**config.mk**
```make
export PLATFORM = sky130hd
export DESIGN_NAME = cdt_timer_bank
export DESIGN_NICKNAME = d
export VERILOG_FILES = /design/src/rtl/cdt_pkg.sv /design/src/rtl/cdt_prescaler.sv /design/src/rtl/cdt_channel.sv /design/src/rtl/cdt_timer_bank.sv
export SDC_FILE = /design/constraint.sdc
export NUM_CORES = 1
export LEC_CHECK = 0
export ABC_AREA = 1
export BUFFER_PORTS_ARGS = -buffer_cell sky130_fd_sc_hd__buf_2
export CORE_MARGIN = 2
export CORE_UTILIZATION = 50
export CTS_CLUSTER_DIAMETER = 60
export DETAILED_ROUTE_END_ITERATION = 10
export PLACE_DENSITY = 0.76
export SYNTH_ARGS = -nofsm -noshare
export SYNTH_HDL_FRONTEND = slang
export SYNTH_SLANG_ARGS = --single-unit
```
**constraint.sdc**
```tcl
create_clock -name clk -period 2.6 [get_ports clk]
set_clock_uncertainty 0.05 [all_clocks]
set_input_delay 0.26 -clock clk [delete_from_list [all_inputs] [get_ports clk]]
set_output_delay 0.26 -clock clk [all_outputs]
set_load 0.005 [all_outputs]
```
**src/rtl/cdt_pkg.sv**
```systemverilog
package cdt_pkg;
  typedef enum logic [1:0] {
    SEL_COUNT  = 2'd0,
    SEL_PERIOD = 2'd1,
    SEL_DIVIDE = 2'd2,
    SEL_CTRL   = 2'd3
  } reg_sel_e;

  localparam int CTL_STOP   = 0;
  localparam int CTL_RELOAD = 1;
  localparam int CTL_IE     = 2;
  localparam int CTL_FLAG   = 3;
endpackage

```
**src/rtl/cdt_prescaler.sv**
```systemverilog
module cdt_prescaler #(
  parameter int DIV_W = 16
) (
  input  logic             clk,
  input  logic             rst,
  input  logic             run,
  input  logic             load,
  input  logic [DIV_W-1:0] div,
  output logic             tick,
  output logic [DIV_W-1:0] cnt
);
  // One step per underflow; a forced load pre-empts the step.
  assign tick = run && !load && (cnt == '0);

  always_ff @(posedge clk) begin
    if (rst) begin
      cnt <= '0;
    end else if (load) begin
      cnt <= div;
    end else if (run) begin
      if (cnt == '0) cnt <= div;
      else           cnt <= cnt - 1'b1;
    end
  end
endmodule

```
**src/rtl/cdt_channel.sv**
```systemverilog
module cdt_channel
  import cdt_pkg::*;
#(
  parameter int CNT_W = 32,
  parameter int DIV_W = 16
) (
  input  logic             clk,
  input  logic             rst,
  input  logic             wr_en,
  input  reg_sel_e         wr_sel,
  input  logic [CNT_W-1:0] wr_data,
  output logic [CNT_W-1:0] cnt,
  output logic [CNT_W-1:0] period,
  output logic [DIV_W-1:0] div,
  output logic [DIV_W-1:0] psc_cnt,
  output logic             stop,
  output logic             ie,
  output logic             flag,
  output logic             reload_req,
  output logic             irq
);
  logic tick;
  logic wrap;
  logic wr_ctrl;

  assign wr_ctrl    = wr_en && (wr_sel == SEL_CTRL);
  assign reload_req = wr_ctrl && wr_data[CTL_RELOAD];
  assign wrap       = tick && (cnt == '0);

  cdt_prescaler #(.DIV_W(DIV_W)) u_psc (
    .clk  (clk),
    .rst  (rst),
    .run  (!stop),
    .load (reload_req),
    .div  (div),
    .tick (tick),
    .cnt  (psc_cnt)
  );

  always_ff @(posedge clk) begin
    if (rst) begin
      period <= '1;
      div    <= '0;
      stop   <= 1'b0;
      ie     <= 1'b0;
    end else if (wr_en) begin
      case (wr_sel)
        SEL_PERIOD: period <= wr_data;
        SEL_DIVIDE: div    <= wr_data[DIV_W-1:0];
        SEL_CTRL: begin
          stop <= wr_data[CTL_STOP];
          ie   <= wr_data[CTL_IE];
        end
        default: ;
      endcase
    end
  end

  always_ff @(posedge clk) begin
    if (rst) begin
      cnt <= '1;
    end else if (reload_req) begin
      cnt <= period;
    end else if (tick) begin
      if (wrap) cnt <= period;
      else      cnt <= cnt - 1'b1;
    end
  end

  always_ff @(posedge clk) begin
    if (rst) begin
      flag <= 1'b0;
      irq  <= 1'b0;
    end else begin
      if (wrap)                                flag <= 1'b1;
      else if (wr_ctrl && wr_data[CTL_FLAG])   flag <= 1'b0;
      irq <= flag && ie;
    end
  end
endmodule

```
**src/rtl/cdt_timer_bank.sv**
```systemverilog
module cdt_timer_bank
  import cdt_pkg::*;
#(
  parameter int NUM_TIMERS = 3,
  parameter int CNT_W      = 32,
  parameter int DIV_W      = 16,
  localparam int IDX_W     = (NUM_TIMERS > 1) ? $clog2(NUM_TIMERS) : 1,
  localparam int ADDR_W    = IDX_W + 2
) (
  input  logic                  clk,
  input  logic                  rst,
  input  logic                  wr_en,
  input  logic [ADDR_W-1:0]     addr,
  input  logic [CNT_W-1:0]      wdata,
  output logic [CNT_W-1:0]      rd_data,
  output logic [NUM_TIMERS-1:0] irq
);
  logic [IDX_W-1:0] idx;
  reg_sel_e         sel;

  assign idx = addr[ADDR_W-1:2];
  assign sel = reg_sel_e'(addr[1:0]);

  logic [CNT_W-1:0]      ch_cnt    [NUM_TIMERS];
  logic [CNT_W-1:0]      ch_period [NUM_TIMERS];
  logic [DIV_W-1:0]      ch_div    [NUM_TIMERS];
  logic [DIV_W-1:0]      ch_psc    [NUM_TIMERS];
  logic [NUM_TIMERS-1:0] ch_stop;
  logic [NUM_TIMERS-1:0] ch_ie;
  logic [NUM_TIMERS-1:0] ch_flag;
  logic [NUM_TIMERS-1:0] ch_reload;

  for (genvar g = 0; g < NUM_TIMERS; g++) begin : g_ch
    logic ch_wr;
    assign ch_wr = wr_en && (idx == IDX_W'(g));

    cdt_channel #(.CNT_W(CNT_W), .DIV_W(DIV_W)) u_ch (
      .clk        (clk),
      .rst        (rst),
      .wr_en      (ch_wr),
      .wr_sel     (sel),
      .wr_data    (wdata),
      .cnt        (ch_cnt[g]),
      .period     (ch_period[g]),
      .div        (ch_div[g]),
      .psc_cnt    (ch_psc[g]),
      .stop       (ch_stop[g]),
      .ie         (ch_ie[g]),
      .flag       (ch_flag[g]),
      .reload_req (ch_reload[g]),
      .irq        (irq[g])
    );
  end

  logic [CNT_W-1:0] rd_next;

  always_comb begin
    rd_next = '0;
    for (int i = 0; i < NUM_TIMERS; i++) begin
      if (idx == IDX_W'(i)) begin
        case (sel)
          SEL_COUNT:  rd_next = ch_cnt[i];
          SEL_PERIOD: rd_next = ch_period[i];
          SEL_DIVIDE: rd_next = CNT_W'({ch_psc[i], ch_div[i]});
          SEL_CTRL:   rd_next = CNT_W'({ch_flag[i], ch_ie[i], 1'b0, ch_stop[i]});
          default:    rd_next = '0;
        endcase
      end
    end
  end

  always_ff @(posedge clk) begin
    if (rst) rd_data <= '0;
    else     rd_data <= rd_next;
  end
endmodule

```
Yosys cells after proc, flatten, opt, wreduce, memory -nomap -nowiden

Cells that the tools add are included.
W data, S select, Z words.

Memory bits (writable): 0
Bits in registers: 332
Memories kept: 0
Latch bits: 0
Bits in read-only memories: 0
Output and inout port bits: 35

$add $sub $neg: 6
Div/mod/pow operators: 0
Reductions and logical operators: 53
Multiplexer cells: 30
Shift-type cells: 0
Bitwise operators: 0
Eq/ne operators: 8
$lt $le $gt $ge: 0
$mul: 0

Operator list:

| kind                    | count |
|---|---|
| $mux W32                | 12 |
| $pmux W32 S4            | 3 |
| $mux W16                | 9 |
| $logic_not A32 Y1       | 3 |
| $sub A32 B1 Y32 const B | 3 |
| $logic_not A16 Y1       | 3 |
| $sub A16 B1 Y16 const B | 3 |
| $logic_and A1 B1 Y1     | 24 |
| $reduce_and A2 Y1       | 9 |
| $reduce_bool A2 Y1      | 6 |
| $eq A2 B2 Y1 const B    | 3 |
| $logic_not A1 Y1        | 6 |
| $mux W1                 | 6 |
| $ne A2 B2 Y1 const B    | 3 |
| $eq A2 B1 Y1 const B    | 2 |
| $logic_not A2 Y1        | 2 |

Longest topological paths before layout

Depth after elaboration: 11
Gate-level depth with buffers: 13
Depth with buffers taken out: 12

Cells and area by module

Synthesis repeated with hierarchy kept, for this count alone.

Cells, all modules: 3,379
Area total of the unflattened synthesis: 20,509.7 µm²

Modules (own cells, without submodules):

| module         | cells each | instances | area each (µm²) |
|---|---|---|---|
| cdt_channel    | 686        | 3         | 4,434.3 |
| cdt_prescaler  | 214        | 3         | 1,252.5 |
| cdt_timer_bank | 679        | 1         | 3,449.6 |

Worst setup path before layout

Ideal clock, no wire load.

Path type: register -> register
From: register g_ch[2].u_ch.cnt[0]
To: register g_ch[2].u_ch.cnt[17]
Data arrival time: 1.721 ns
Library setup time: 0.115 ns
Required time: 2.435 ns
Path slack: 0.714 ns
Cell stages (with the launch flop): 13
Buffers on the path: 1
Period minus slack after synthesis: 1.886 ns
Cell sequence: dfxtp_1 > inv_1 > ha_1 > nand3_1 > nor2_1 > nand2_1 > nor2_1 > nand3_2 > nand2_1 > buf_2 > nand2_1 > nand3_1 > nand2_1

Cells in the longest elaborated chain, start to end: 5
Elaborated cells on any way between the ends: 6
Classes of those cells: 1 x add/sub; 3 x mux; 2 x reduce/logical

Ends and longest elaborated chain:

| element                                                                 | RTL line          | source |
|---|---|---|
| start, declared                                                         | cdt_channel.sv:12 | `output logic [CNT_W-1:0] cnt,` |
| start signal, assigned                                                  | cdt_channel.sv:63 | `cnt <= period;` |
| start signal, assigned                                                  | cdt_channel.sv:65 | `if (wrap) cnt <= period;` |
| start signal, assigned                                                  | cdt_channel.sv:66 | `else cnt <= cnt - 1'b1;` |
| parallel branches: the longest is 2 deep, another holds $sub A32 B1 Y32 | -                 |  |
| $mux W32 *                                                              | cdt_channel.sv:65 |  |
| $mux W32 *                                                              | cdt_channel.sv:64 | `end else if (tick) begin` |
| $mux W32 *                                                              | cdt_channel.sv:62 | `end else if (reload_req) begin` |

Mark *: on every way between the ends. The select of a mux whose other input is x is not followed.
A chain may end at the register's enable or synchronous reset.

Worst setup path in the final report

From: register g_ch[0].u_ch.cnt[0]
To: register g_ch[0].u_ch.cnt[10]

Cells in the longest elaborated chain, start to end: 5
Elaborated cells on any way between the ends: 6
Classes of those cells: 1 x add/sub; 3 x mux; 2 x reduce/logical

Ends and longest elaborated chain:

| element                                                                 | RTL line |
|---|---|
| start, declared                                                         | cdt_channel.sv:12 |
| start signal, assigned                                                  | cdt_channel.sv:63 |
| start signal, assigned                                                  | cdt_channel.sv:65 |
| start signal, assigned                                                  | cdt_channel.sv:66 |
| parallel branches: the longest is 2 deep, another holds $sub A32 B1 Y32 | - |
| $mux W32 *                                                              | cdt_channel.sv:65 |
| $mux W32 *                                                              | cdt_channel.sv:64 |
| $mux W32 *                                                              | cdt_channel.sv:62 |

Marked as above.

==> results.txt <==
- The run finished with clean final reports.
- Area occupied by multi-input gates: 0.01004 mm^2
* Crit Path Class: register to register
- The number of nets handed over by synthesis was 2979.
- WHS Endpoint: g_ch[1].u_ch.div[6]
- Post-synthesis to final-layout area growth: 14.07%
- Avg Synthesized Cell Area: 6.371 um^2
- DRC viols: 0
* Power per Cell Area: 906.0 mW/mm^2
* CTS root buffer: clkbuf_16
- The synthesized design spends more area on one cell type than any other, namely dfxtp_1.
- Clock transition at path regs: 70 ps
- Number of buffers and inverters on the critical path: 2
* Max-cap violation count: 0
- Ranked by instance count, the synthesized netlist is headed by 659 x nand2_1, 337 x inv_1, 332 x dfxtp_1.
- Number of standard-cell rows in the floorplan: 70
- Flip-flop cell with the highest count after synthesis: dfxtp_1
- Count of cell instances traversed by the critical path: 12
- Total GRT Usage: 0.3916
- CTS tree: done
- Clock insertion delay at the later pin of the skew report: 590 ps
- STA classifies the critical path startpoint as a register.
- The finished cells cover 0.02130 mm^2.
- Among all stages on the critical path, the largest delay is contributed by dfxtp_1.
- Count of unique library cells instantiated by Yosys: 37
* Worst endpoint required time: 3020 ps
* Wirelength per Cell: 22.17 um
- Width of the die: 197.3 um
- Pin count of the biggest net entering global routing: 143
- Ys Warns: 0
- The layout has 3601 filler cells.
- Sequential cell area fraction in the yosys report: 0.3559
- Final period demand of the worst path: 2408 ps
* Clock sinks: 332
- The design draws 19300 uW.
* Arrival time of the worst setup path: 2830 ps
* Startpoint of the worst hold path: wdata[6]
- Most common cell in the synthesized netlist: nand2_1
* Share of synthesized registers carrying an async set or reset: 0
- Period Utilization, post-route: 0.9262
* Average via count per standard cell: 6.097
- Proportion of netlist area held by the largest area contributor: 0.3559
- Summing every instance area after synthesis gives 0.01867 mm^2.
- CTS Buf Count: 41
- The H-tree was split into 2 levels.
- Of the cells placed in the final design, the portion with a size suffix greater than 1 is 0.08746.
- Remaining max-slew budget at the tightest pin: 0.5154
- 0 antenna diodes ended up in the layout.
* Die height: 197.3 um
- Accumulated negative setup slack: 0 ps
- Launch instance of the worst register-to-register path: g_ch[0].u_ch.cnt[0]
* RePlAce Congestion: 1.031
- Synthesized instance count: 2931
- The analysis attributes to cell leakage a power of 0.009446 uW.
- After the last flow step, the layout net total stands at 3023.
* Placement-stage cell area: 0.01972 mm^2
- The worst-case IR drop observed on VDD is 0.5563 mV.
- Port bufs: 73
- Hold Crit Class: input pin to register
* Crit. End Element: register
* Number of antenna violations at the first check in global routing: 0
- Slack of the worst reg-to-reg path: 190 ps
- Bufs on Longest Clock Path: 3
* Dominant cells by area after synthesis: dfxtp_1 36%, nand2_1 13%, a21oi_1 7.9%
* Starting DRT DRC Count: 2913
* Final setup violation count: 0
- DIE AREA: 0.03891 mm^2
* Number of synthesized flops with an enable pin: 0
* Maximum single-stage delay on the critical path: 320 ps
* Most numerous cell on the critical path: nand2_1
- Initial core utilization: 0.5089
* Number of gates resized after CTS: 0
* Number of synthesized register bits: 332
- Total count of hold-check failures in the final report: 0
- Grouping stages by cell kind, the critical path spends the most delay in simple AND/OR/NAND/NOR gates.
- After floorplanning, the core was sized to cover 0.03670 mm^2.
* Number of global-route vias before repair: 19478
- Remaining number of nets flagged by the antenna check after routing: 0
* Cells on worst reg2reg path: 12
- Maximum fanout along the worst path: 17
- Hpwl dp: 55910 um
* Slew @ Worst Pin: 726.9 ps
- Area taken by flip-flops and latches: 0.006646 mm^2
- First-pass DRT Iterations: 8
- The first global-routing pass estimated 116000 um of wire.
- The detailed router placed 21188 vias in this run.
- Fmax: 0.4153 GHz
- Setup repair after global routing left no endpoint under its margin.
* Capture point of the worst reg-to-reg path: g_ch[0].u_ch.cnt[10]
- Pins Over Slew Limit: 0
- Num ports: 74
* Sequence of cells on the critical path: inv_1 -> ha_1 -> nand2_1 -> nor2_4 -> nand3_1 -> nor2_1 -> nand2_2 -> nand2_2 -> buf_4 -> nand2_1 -> nand3_1 -> nand2_1
- Wire length after detailed routing: 77060 um
* Overflow left after global routing: 0
* Post-layout util: 0.5805
- Hold Path Depth: 3
-- report_power, final --
group,switching (uW),internal [uW],total [uW]
Sequential,1180,5990,7170
Clock,2490,3760,6250
Combinational,3750,2120,5880
-- per-stage QoR --
stage / instances / worst slack, ps / hold slack, ps
floorplan: 2931 / 714.1 / 336.4
global placement: 3388 / 314.9 / 400.2
detailed placement: 3388 / 229.1 / 406.7
CTS: 3475 / 210.9 / 2.897
global route: 3475 / 20.99 / 31.79
finish: 3475 / 192.0 / 25.24
-- cell usage in the layout (no fill, tap or decap), drive strengths merged, types with 9 or more instances in the layout --
cell         netlist  layout
o21ai            258     258
ha                 9       9
clkinv             1      10
o211ai            52      52
a21oi            295     295
nand2            667     667
o22ai             49      49
nand3            253     253
nand3b            17      17
o221ai            37      37
clkbuf           101      53
dfxtp            332     332
dlygate4sd3        0      12
xor2              49      49
nand4             51      51
inv              348     353
nor2             321     321
buf               64     154
-- metal layers --
layer  share of wire  GRT usage
met1            0.39     0.5177
met2            0.43     0.5909
met3            0.12    0.08315
met4           0.066     0.2258
met5               0          0
-- kinds of logic (layout without fill, tap and decap cells) --
logic type / count (synthesis) / in the layout / synth area share
AO/OA/AOI/OAI: 700 / 700 / 0.2063
XOR/XNOR: 55 / 55 / 0.02580
adder cells (fa/ha/maj): 9 / 9 / 0.006030
buffers and inverters: 514 / 590 / 0.1081
flip-flops: 332 / 332 / 0.3559
AND/OR/NAND/NOR: 1321 / 1321 / 0.2979
-- how the worst max path moves through the flow --
stage | start | slack, ps | endpoint
global route | g_ch[0].u_ch.cnt[0] | 20 | g_ch[0].u_ch.cnt[5]
global placement | g_ch[0].u_ch.cnt[0] | 310 | g_ch[0].u_ch.cnt[10]
CTS | g_ch[0].u_ch.cnt[0] | 210 | g_ch[0].u_ch.cnt[10]
finish | g_ch[0].u_ch.cnt[0] | 190 | g_ch[0].u_ch.cnt[10]
floorplan | g_ch[2].u_ch.cnt[0] | 710 | g_ch[2].u_ch.cnt[17]
detailed placement | g_ch[0].u_ch.cnt[0] | 230 | g_ch[0].u_ch.cnt[5]
-- registers in the layout, indices dropped and copies added, names as in the netlist --
signal and cells:
g_ch.u_ch.cnt 96, g_ch.u_ch.div 48, g_ch.u_ch.flag 3, g_ch.u_ch.ie 3, g_ch.u_ch.irq 3, g_ch.u_ch.period 96, g_ch.u_ch.stop 3, g_ch.u_ch.u_psc.cnt 48
rd_data 32
-- worst register-to-register path: stages (launching register included) --
cell     delay (ps)
dfxtp_1         320
inv_1           150
ha_1            280
nand2_1         180
nor2_4          240
nand3_1          90
nor2_1          160
nand2_2          80
nand2_2         280
buf_4           250
nand2_1          70
nand3_1          80
nand2_1          60
-- what timing repair did --
action,in CTS,in global routing
hold buffers,12,0
endpoints found under the hold margin,27,0
buffers inserted,0,0
-- area by class of cell --
class                   count  area share
flip-flops and latches    332      0.3120
well taps                 468     0.02749
inverters                 349     0.06167
repair buffers            166     0.05868
clock inverters            22     0.01457
clock buffers              53     0.05404
multi-input cells        2085      0.4715
No activity file was read; power rests on OpenSTA's default activity.
